==> config.mk <==
export PLATFORM = sky130hd
export DESIGN_NAME = vsync_field_gen
export DESIGN_NICKNAME = d
export VERILOG_FILES = /design/src/rtl/vsg_pkg.sv /design/src/rtl/vsg_cfg_regs.sv /design/src/rtl/vsg_edge_pos.sv /design/src/rtl/vsg_pulse_stage.sv /design/src/rtl/vsync_field_gen.sv
export SDC_FILE = /design/constraint.sdc
export NUM_CORES = 1
export LEC_CHECK = 0
export CORE_UTILIZATION = 52
export DETAILED_ROUTE_END_ITERATION = 10
export DONT_BUFFER_PORTS = 1
export GPL_TIMING_DRIVEN = 0
export PLACE_DENSITY = 0.76
export SLEW_MARGIN = 15
export SYNTH_ARGS = -nofsm -noshare
export SYNTH_HDL_FRONTEND = slang
export SYNTH_HIERARCHICAL = 1
export SYNTH_SLANG_ARGS = --single-unit
==> constraint.sdc <==
create_clock -name clk -period 7.12 [get_ports clk]
set_input_delay 0.712 -clock clk [delete_from_list [all_inputs] [get_ports clk]]
set_output_delay 0.712 -clock clk [all_outputs]
set_load 0.05 [all_outputs]
==> src/rtl/vsg_pkg.sv <==
package vsg_pkg;

    localparam int OFFSET_W = 5;
    localparam int EDGE_N   = 2;
    localparam int CFG_W    = OFFSET_W + 5;

    // Setting word of one edge; the last member lands in the low bits.
    typedef struct packed {
        logic                half_even;
        logic                half_odd;
        logic                extra_even;
        logic                extra_odd;
        logic                advance;
        logic [OFFSET_W-1:0] offset;
    } edge_cfg_t;

    localparam edge_cfg_t BEGIN_RST = '{half_even: 1'b0, half_odd: 1'b0,
                                        extra_even: 1'b0, extra_odd: 1'b0,
                                        advance: 1'b1, offset: 5'd5};
    localparam edge_cfg_t END_RST   = '{half_even: 1'b0, half_odd: 1'b0,
                                        extra_even: 1'b0, extra_odd: 1'b0,
                                        advance: 1'b0, offset: 5'd0};

endpackage

==> src/rtl/vsg_cfg_regs.sv <==
module vsg_cfg_regs
    import vsg_pkg::*;
(
    input  logic                      clk,
    input  logic                      rst_n,
    input  logic                      wr_en_i,
    input  logic                      wr_addr_i,
    input  logic [CFG_W-1:0]          wr_data_i,
    input  logic                      field_start_i,
    input  logic                      field_odd_i,
    output edge_cfg_t [EDGE_N-1:0]    act_cfg_o,
    output logic                      act_odd_o
);

    typedef struct packed {
        edge_cfg_t [EDGE_N-1:0] pend;
        edge_cfg_t [EDGE_N-1:0] act;
        logic                   odd;
    } cfg_state_t;

    cfg_state_t state_d, state_q;

    always_comb begin
        state_d = state_q;
        if (wr_en_i) begin
            state_d.pend[wr_addr_i] = edge_cfg_t'(wr_data_i);
        end
        // Working set and parity change only on the first sample of a field.
        if (field_start_i) begin
            state_d.act = state_q.pend;
            state_d.odd = field_odd_i;
        end
    end

    always_ff @(posedge clk) begin
        if (!rst_n) begin
            state_q.pend[0] <= BEGIN_RST;
            state_q.pend[1] <= END_RST;
            state_q.act[0]  <= BEGIN_RST;
            state_q.act[1]  <= END_RST;
            state_q.odd     <= 1'b0;
        end else begin
            state_q <= state_d;
        end
    end

    assign act_cfg_o = state_q.act;
    assign act_odd_o = state_q.odd;

    // no change to the working set between field starts.
    p_hold_mid_field_r7: assert property (@(posedge clk) disable iff (!rst_n)
        !field_start_i |=> ($stable(state_q.act) && $stable(state_q.odd)));

endmodule

==> src/rtl/vsg_edge_pos.sv <==
module vsg_edge_pos
    import vsg_pkg::*;
#(
    parameter int LINE_W   = 10,
    parameter int NOM_LINE = 8,
    localparam int POS_W   = LINE_W + 3
) (
    input  edge_cfg_t               cfg_i,
    input  logic                    odd_i,
    output logic signed [POS_W-1:0] pos_o
);

    logic signed [POS_W-1:0] nom_s;
    logic signed [POS_W-1:0] off_s;
    logic signed [POS_W-1:0] line_s;
    logic                    extra;
    logic                    half;

    assign nom_s = $signed(POS_W'(NOM_LINE));
    assign off_s = $signed({{(POS_W-OFFSET_W){1'b0}}, cfg_i.offset});

    always_comb begin
        extra  = odd_i ? cfg_i.extra_odd : cfg_i.extra_even;
        half   = odd_i ? cfg_i.half_odd  : cfg_i.half_even;
        line_s = nom_s + (cfg_i.advance ? -off_s : off_s)
               + $signed({{(POS_W-1){1'b0}}, extra});
        // Position in half-line units; a half-line advance takes one unit off.
        pos_o  = (line_s <<< 1) - $signed({{(POS_W-1){1'b0}}, half});
    end

endmodule

==> src/rtl/vsg_pulse_stage.sv <==
module vsg_pulse_stage #(
    parameter int POS_W = 13
) (
    input  logic                    clk,
    input  logic                    rst_n,
    input  logic signed [POS_W-1:0] cur_pos_i,
    input  logic signed [POS_W-1:0] beg_pos_i,
    input  logic signed [POS_W-1:0] end_pos_i,
    output logic                    vsync_o,
    output logic                    vblank_o
);

    typedef struct packed {
        logic vsync;
        logic vblank;
    } pulse_state_t;

    pulse_state_t state_d, state_q;
    logic         in_window;

    always_comb begin
        in_window      = (end_pos_i > beg_pos_i) &&
                         (cur_pos_i >= beg_pos_i) && (cur_pos_i < end_pos_i);
        state_d.vsync  = in_window;
        state_d.vblank = in_window;
    end

    always_ff @(posedge clk) begin
        if (!rst_n) begin
            state_q <= '0;
        end else begin
            state_q <= state_d;
        end
    end

    assign vsync_o  = state_q.vsync;
    assign vblank_o = state_q.vblank;

    // both outputs always agree.
    p_outputs_agree_r6: assert property (@(posedge clk) disable iff (!rst_n)
        vsync_o == vblank_o);

    // empty window gives no pulse.
    p_suppress_empty_r8: assert property (@(posedge clk) disable iff (!rst_n)
        (end_pos_i <= beg_pos_i) |=> !vsync_o);

    // nothing before the start position.
    p_quiet_before_start_r9: assert property (@(posedge clk) disable iff (!rst_n)
        (cur_pos_i < beg_pos_i) |=> !vsync_o);

    // a rise always follows a position inside the window.
    p_rise_in_window_r9: assert property (@(posedge clk) disable iff (!rst_n)
        $rose(vsync_o) |-> ($past(cur_pos_i) >= $past(beg_pos_i)));

endmodule

==> src/rtl/vsync_field_gen.sv <==
module vsync_field_gen
    import vsg_pkg::*;
#(
    parameter int LINE_W         = 10,
    parameter int H_W            = 10,
    parameter int H_TOTAL        = 858,
    parameter int NOM_BEGIN_LINE = 8,
    parameter int NOM_END_LINE   = 14
) (
    input  logic              clk,
    input  logic              rst_n,
    input  logic [LINE_W-1:0] line_i,
    input  logic [H_W-1:0]    hcount_i,
    input  logic              field_odd_i,
    input  logic              wr_en_i,
    input  logic              wr_addr_i,
    input  logic [CFG_W-1:0]  wr_data_i,
    output logic              vsync_o,
    output logic              vblank_o
);

    localparam int POS_W = LINE_W + 3;
    localparam int HALF  = H_TOTAL / 2;

    edge_cfg_t [EDGE_N-1:0]  act_cfg;
    logic                    act_odd;
    logic                    field_start;
    logic                    second_half;
    logic signed [POS_W-1:0] cur_pos;
    logic signed [POS_W-1:0] edge_pos [EDGE_N];

    assign field_start = (line_i == '0) && (hcount_i == '0);
    assign second_half = (hcount_i >= H_W'(HALF));
    assign cur_pos     = $signed({2'b00, line_i, second_half});

    vsg_cfg_regs i_cfg (
        .clk           (clk),
        .rst_n         (rst_n),
        .wr_en_i       (wr_en_i),
        .wr_addr_i     (wr_addr_i),
        .wr_data_i     (wr_data_i),
        .field_start_i (field_start),
        .field_odd_i   (field_odd_i),
        .act_cfg_o     (act_cfg),
        .act_odd_o     (act_odd)
    );

    for (genvar g = 0; g < EDGE_N; g++) begin : g_edge
        vsg_edge_pos #(
            .LINE_W   (LINE_W),
            .NOM_LINE ((g == 0) ? NOM_BEGIN_LINE : NOM_END_LINE)
        ) i_pos (
            .cfg_i (act_cfg[g]),
            .odd_i (act_odd),
            .pos_o (edge_pos[g])
        );
    end

    vsg_pulse_stage #(.POS_W(POS_W)) i_pulse (
        .clk       (clk),
        .rst_n     (rst_n),
        .cur_pos_i (cur_pos),
        .beg_pos_i (edge_pos[0]),
        .end_pos_i (edge_pos[1]),
        .vsync_o   (vsync_o),
        .vblank_o  (vblank_o)
    );

endmodule

==> flow_metrics.py <==
metrics = {
    "outcome": {
        "status": "complete, no violations",
    },
    "placed_design": {
        "place_ws_ns": 3.075,
        "gp_congestion": 0.8856,
        "dp_cells": 592,
        "portBuffers": 0,
        "post_dp_cell_area_mm2": 0.004277,
        "dp_hpwl_um": 7332,
    },
    "clock_tree": {
        "cts_inserted_buffers": 5,
        "h-tree-depth": 2,
        "cts_root_buf": "clkbuf_8",
        "clk_latency_ns": 0.29,
        "cts.path.max_buffers": 2,
        "post_cts_buffers": 0,
        "clkSlewWorstSetupHoldPaths_ns": 0.07,
        "cts_tree": "done",
        "cts_resized": 0,
        "cts.sinks": 42,
        "ctsHoldBuffers": 0,
    },
    "die": {
        "core_mm2": 0.007727,
        "die_y_um": 91.20,
        "dieArea_mm2": 0.008317,
        "die_width_um": 91.20,
        "rows": 32,
        "initial_core_util_pct": 53.55,
        "ios": 37,
    },
    "global_route": {
        "antenna_found_initial": 0,
        "grt_pass1_wl_um": 14660,
        "gr-total-overflow": 0,
        "grt_pass1_vias": 3313,
        "grt_max_degree": 13,
        "grt_usage_pct": 21.57,
    },
    "power": {
        "netSwitchingPower_mw": 0.1029,
        "p_leak_nw": 1.856,
        "comb_power_share_pct": 8.7,
        "p_total_mw": 0.4750,
        "vdd_drop_max_uv": 180.5,
        "pwr-share-clk_pct": 39.6,
        "p_per_area_mw_per_mm2": 108.2,
        "power.internal_mw": 0.3721,
        "swShare_pct": 21.66,
        "p_seq_share_pct": 51.8,
    },
    "worst_setup_path": {
        "crit_fanout": 10,
        "worstPathArrival_ns": 4.32,
        "critPathKind": "reg2reg",
        "crit_path_end_kind": "flop",
        "cp.required_ns": 7.33,
        "cp-start-kind": "flop",
    },
    "synth": {
        "synthTopCellsByArea": "dfxtp_1 (20%), ha_1 (15%), mux2i_1 (9.7%)",
        "yosysTopAreaCell": "dfxtp_1",
        "synth_top_area_share_pct": 20.32,
        "synth.avg_cell_area_um2": 8.496,
        "synth.yosys.seq_area_share_pct": 20.32,
        "synth_ff_type": "dfxtp_1",
        "synthDistinctLibCells": 73,
        "yosysWarnings": 6,
        "netlist_top_cells_count": "ha_1 (48), inv_1 (48), nand2_1 (46)",
        "synthCells": 487,
        "ys_seq_elements": 42,
        "netlist_area_mm2": 0.004138,
        "synthArstFlopShare_pct": 0,
        "synth_edf_count": 0,
    },
    "cells_and_area": {
        "diodes": 0,
        "multiInputGateArea_mm2": 0.002839,
        "layout.nets": 580,
        "stdcell_count": 599,
        "fin_util_pct": 56.80,
        "drive_above_1_share_pct": 14.29,
        "fin_area_mm2": 0.004389,
        "num-fill-cells": 706,
        "regArea_um2": 840.8,
        "syn_to_final_growth_pct": 6.078,
    },
    "route": {
        "viasPerCell": 5.673,
        "detail-route-antenna-nets": 0,
        "wl_met2_um": 4349,
        "dr.pass1.iters": 5,
        "drt_wl_total_um": 8799,
        "dr_wl_met3_um": 419,
        "wl_per_cell_um": 14.69,
        "drt-met1-wl_um": 3903,
        "top_layer_used": "met4",
        "route.vias.total": 3398,
        "post-route-drc-count": 0,
        "first_iter_violations": 217,
    },
    "sta": {
        "setup_ws_ns": 3.010,
        "relSlewSlack_pct": 64.13,
        "max_freq_mhz": 243.3,
        "setup_viol": 0,
        "whs_ns": 0.4655,
        "report.final.slew_viol_count": 0,
        "rsz0062_at_grt": "false",
        "period_share_pct": 57.73,
        "period_needed_ns": 4.110,
        "hold_viol": 0,
        "worstMarginPinSlew_ns": 0.5335,
        "fin_setup_tns_ns": 0,
        "finClkSkew_ns": 0.005305,
    },
    "job": {
        "cap_violations": 0,
    },
    "hold_path": {
        "min_path_type": "reg2reg",
    },
}
## cells by family (layout without fill, tap and decap cells)
kind of cell	after synthesis	count (layout)	share of synthesized area (%)
and+or+nand+nor	157	157	21.50
buffers and inverters	87	94	11.34
AOI/OAI and AO/OA	83	83	14.76
adders and majority gates	50	50	15.00
muxes	45	45	11.04
DFF	42	42	20.32
xor gates and xnor gates	22	22	5.957
other	1	4	0.09063
## worst paths after layout
check                       from                 to  slack (ns)  cells after the start
min            i_cfg/state_q[38]  i_cfg/state_q[38]        0.47                      2
max          i_cfg/act_cfg_o[15]    i_pulse/vsync_o        3.01                     18
min reg2reg    i_cfg/state_q[38]  i_cfg/state_q[38]        0.47                      2
max reg2reg  i_cfg/act_cfg_o[15]    i_pulse/vsync_o        3.01                     18
## registers in the layout (all words and copies together) (netlist names)
register and count:
i_cfg/act_odd_o 1, i_cfg/state_q 20, i_cfg/act_cfg_o 20, i_pulse/vsync_o 1
## cell type report
class | count | share of cell area, %
plain buffers | 39 | 6.585
clock inverters | 1 | 0.6842
well taps | 102 | 2.908
flip-flops and latches | 42 | 19.16
clock buffers | 6 | 1.881
inverters | 48 | 4.105
multi-input cells | 361 | 64.68
## worst max-delay path, cell delays in order, from the launching register on
cell and delay, ns:
dfxtp_1 0.36, buf_4 0.11, buf_4 0.15, clkbuf_1 0.35, mux2i_1 0.14, ha_1 0.31
o21bai_1 0.19, a2bb2oi_1 0.24, nand3_2 0.13, a211oi_2 0.34, nand2_1 0.14, mux2i_1 0.24
inv_1 0.07, ha_1 0.18, a21o_1 0.16, a2111oi_2 0.35, a21oi_1 0.08, nor3_1 0.19
and4_1 0.29
## power by group through the flow
stage	sequential (mW)	clock (mW)	combinational, mW
3_5_place_dp	0.251	0	0.0405
2_1_floorplan	0.250	0	0.0329
5_1_grt	0.246	0.204	0.0466
4_1_cts	0.246	0.194	0.0407
6_report	0.246	0.188	0.0411
3_3_place_gp	0.251	0	0.0384
## cells in the final DEF, fill, tap and decap left out, drive strengths merged, types with 6 or more instances in the layout
master  synthesis  final
a21o            7      7
nor2b          21     21
a31oi           6      6
clkbuf          4     10
nor3            6      6
ha             48     48
xnor2          16     16
mux2i          40     40
nand3          15     15
dfxtp          42     42
nand2          46     46
o31ai          11     11
nor2           14     14
o21ai          17     17
a21oi          16     16
nand4          10     10
inv            48     48
buf            35     35
## metal layers
metal	up-vias	global-route usage, %
li1	1718	-
met1	1565	26.62
met2	102	39.52
met3	13	2.010
met4	0	6.217
met5	-	0
Note: power is estimated with default switching activity, not from simulation.
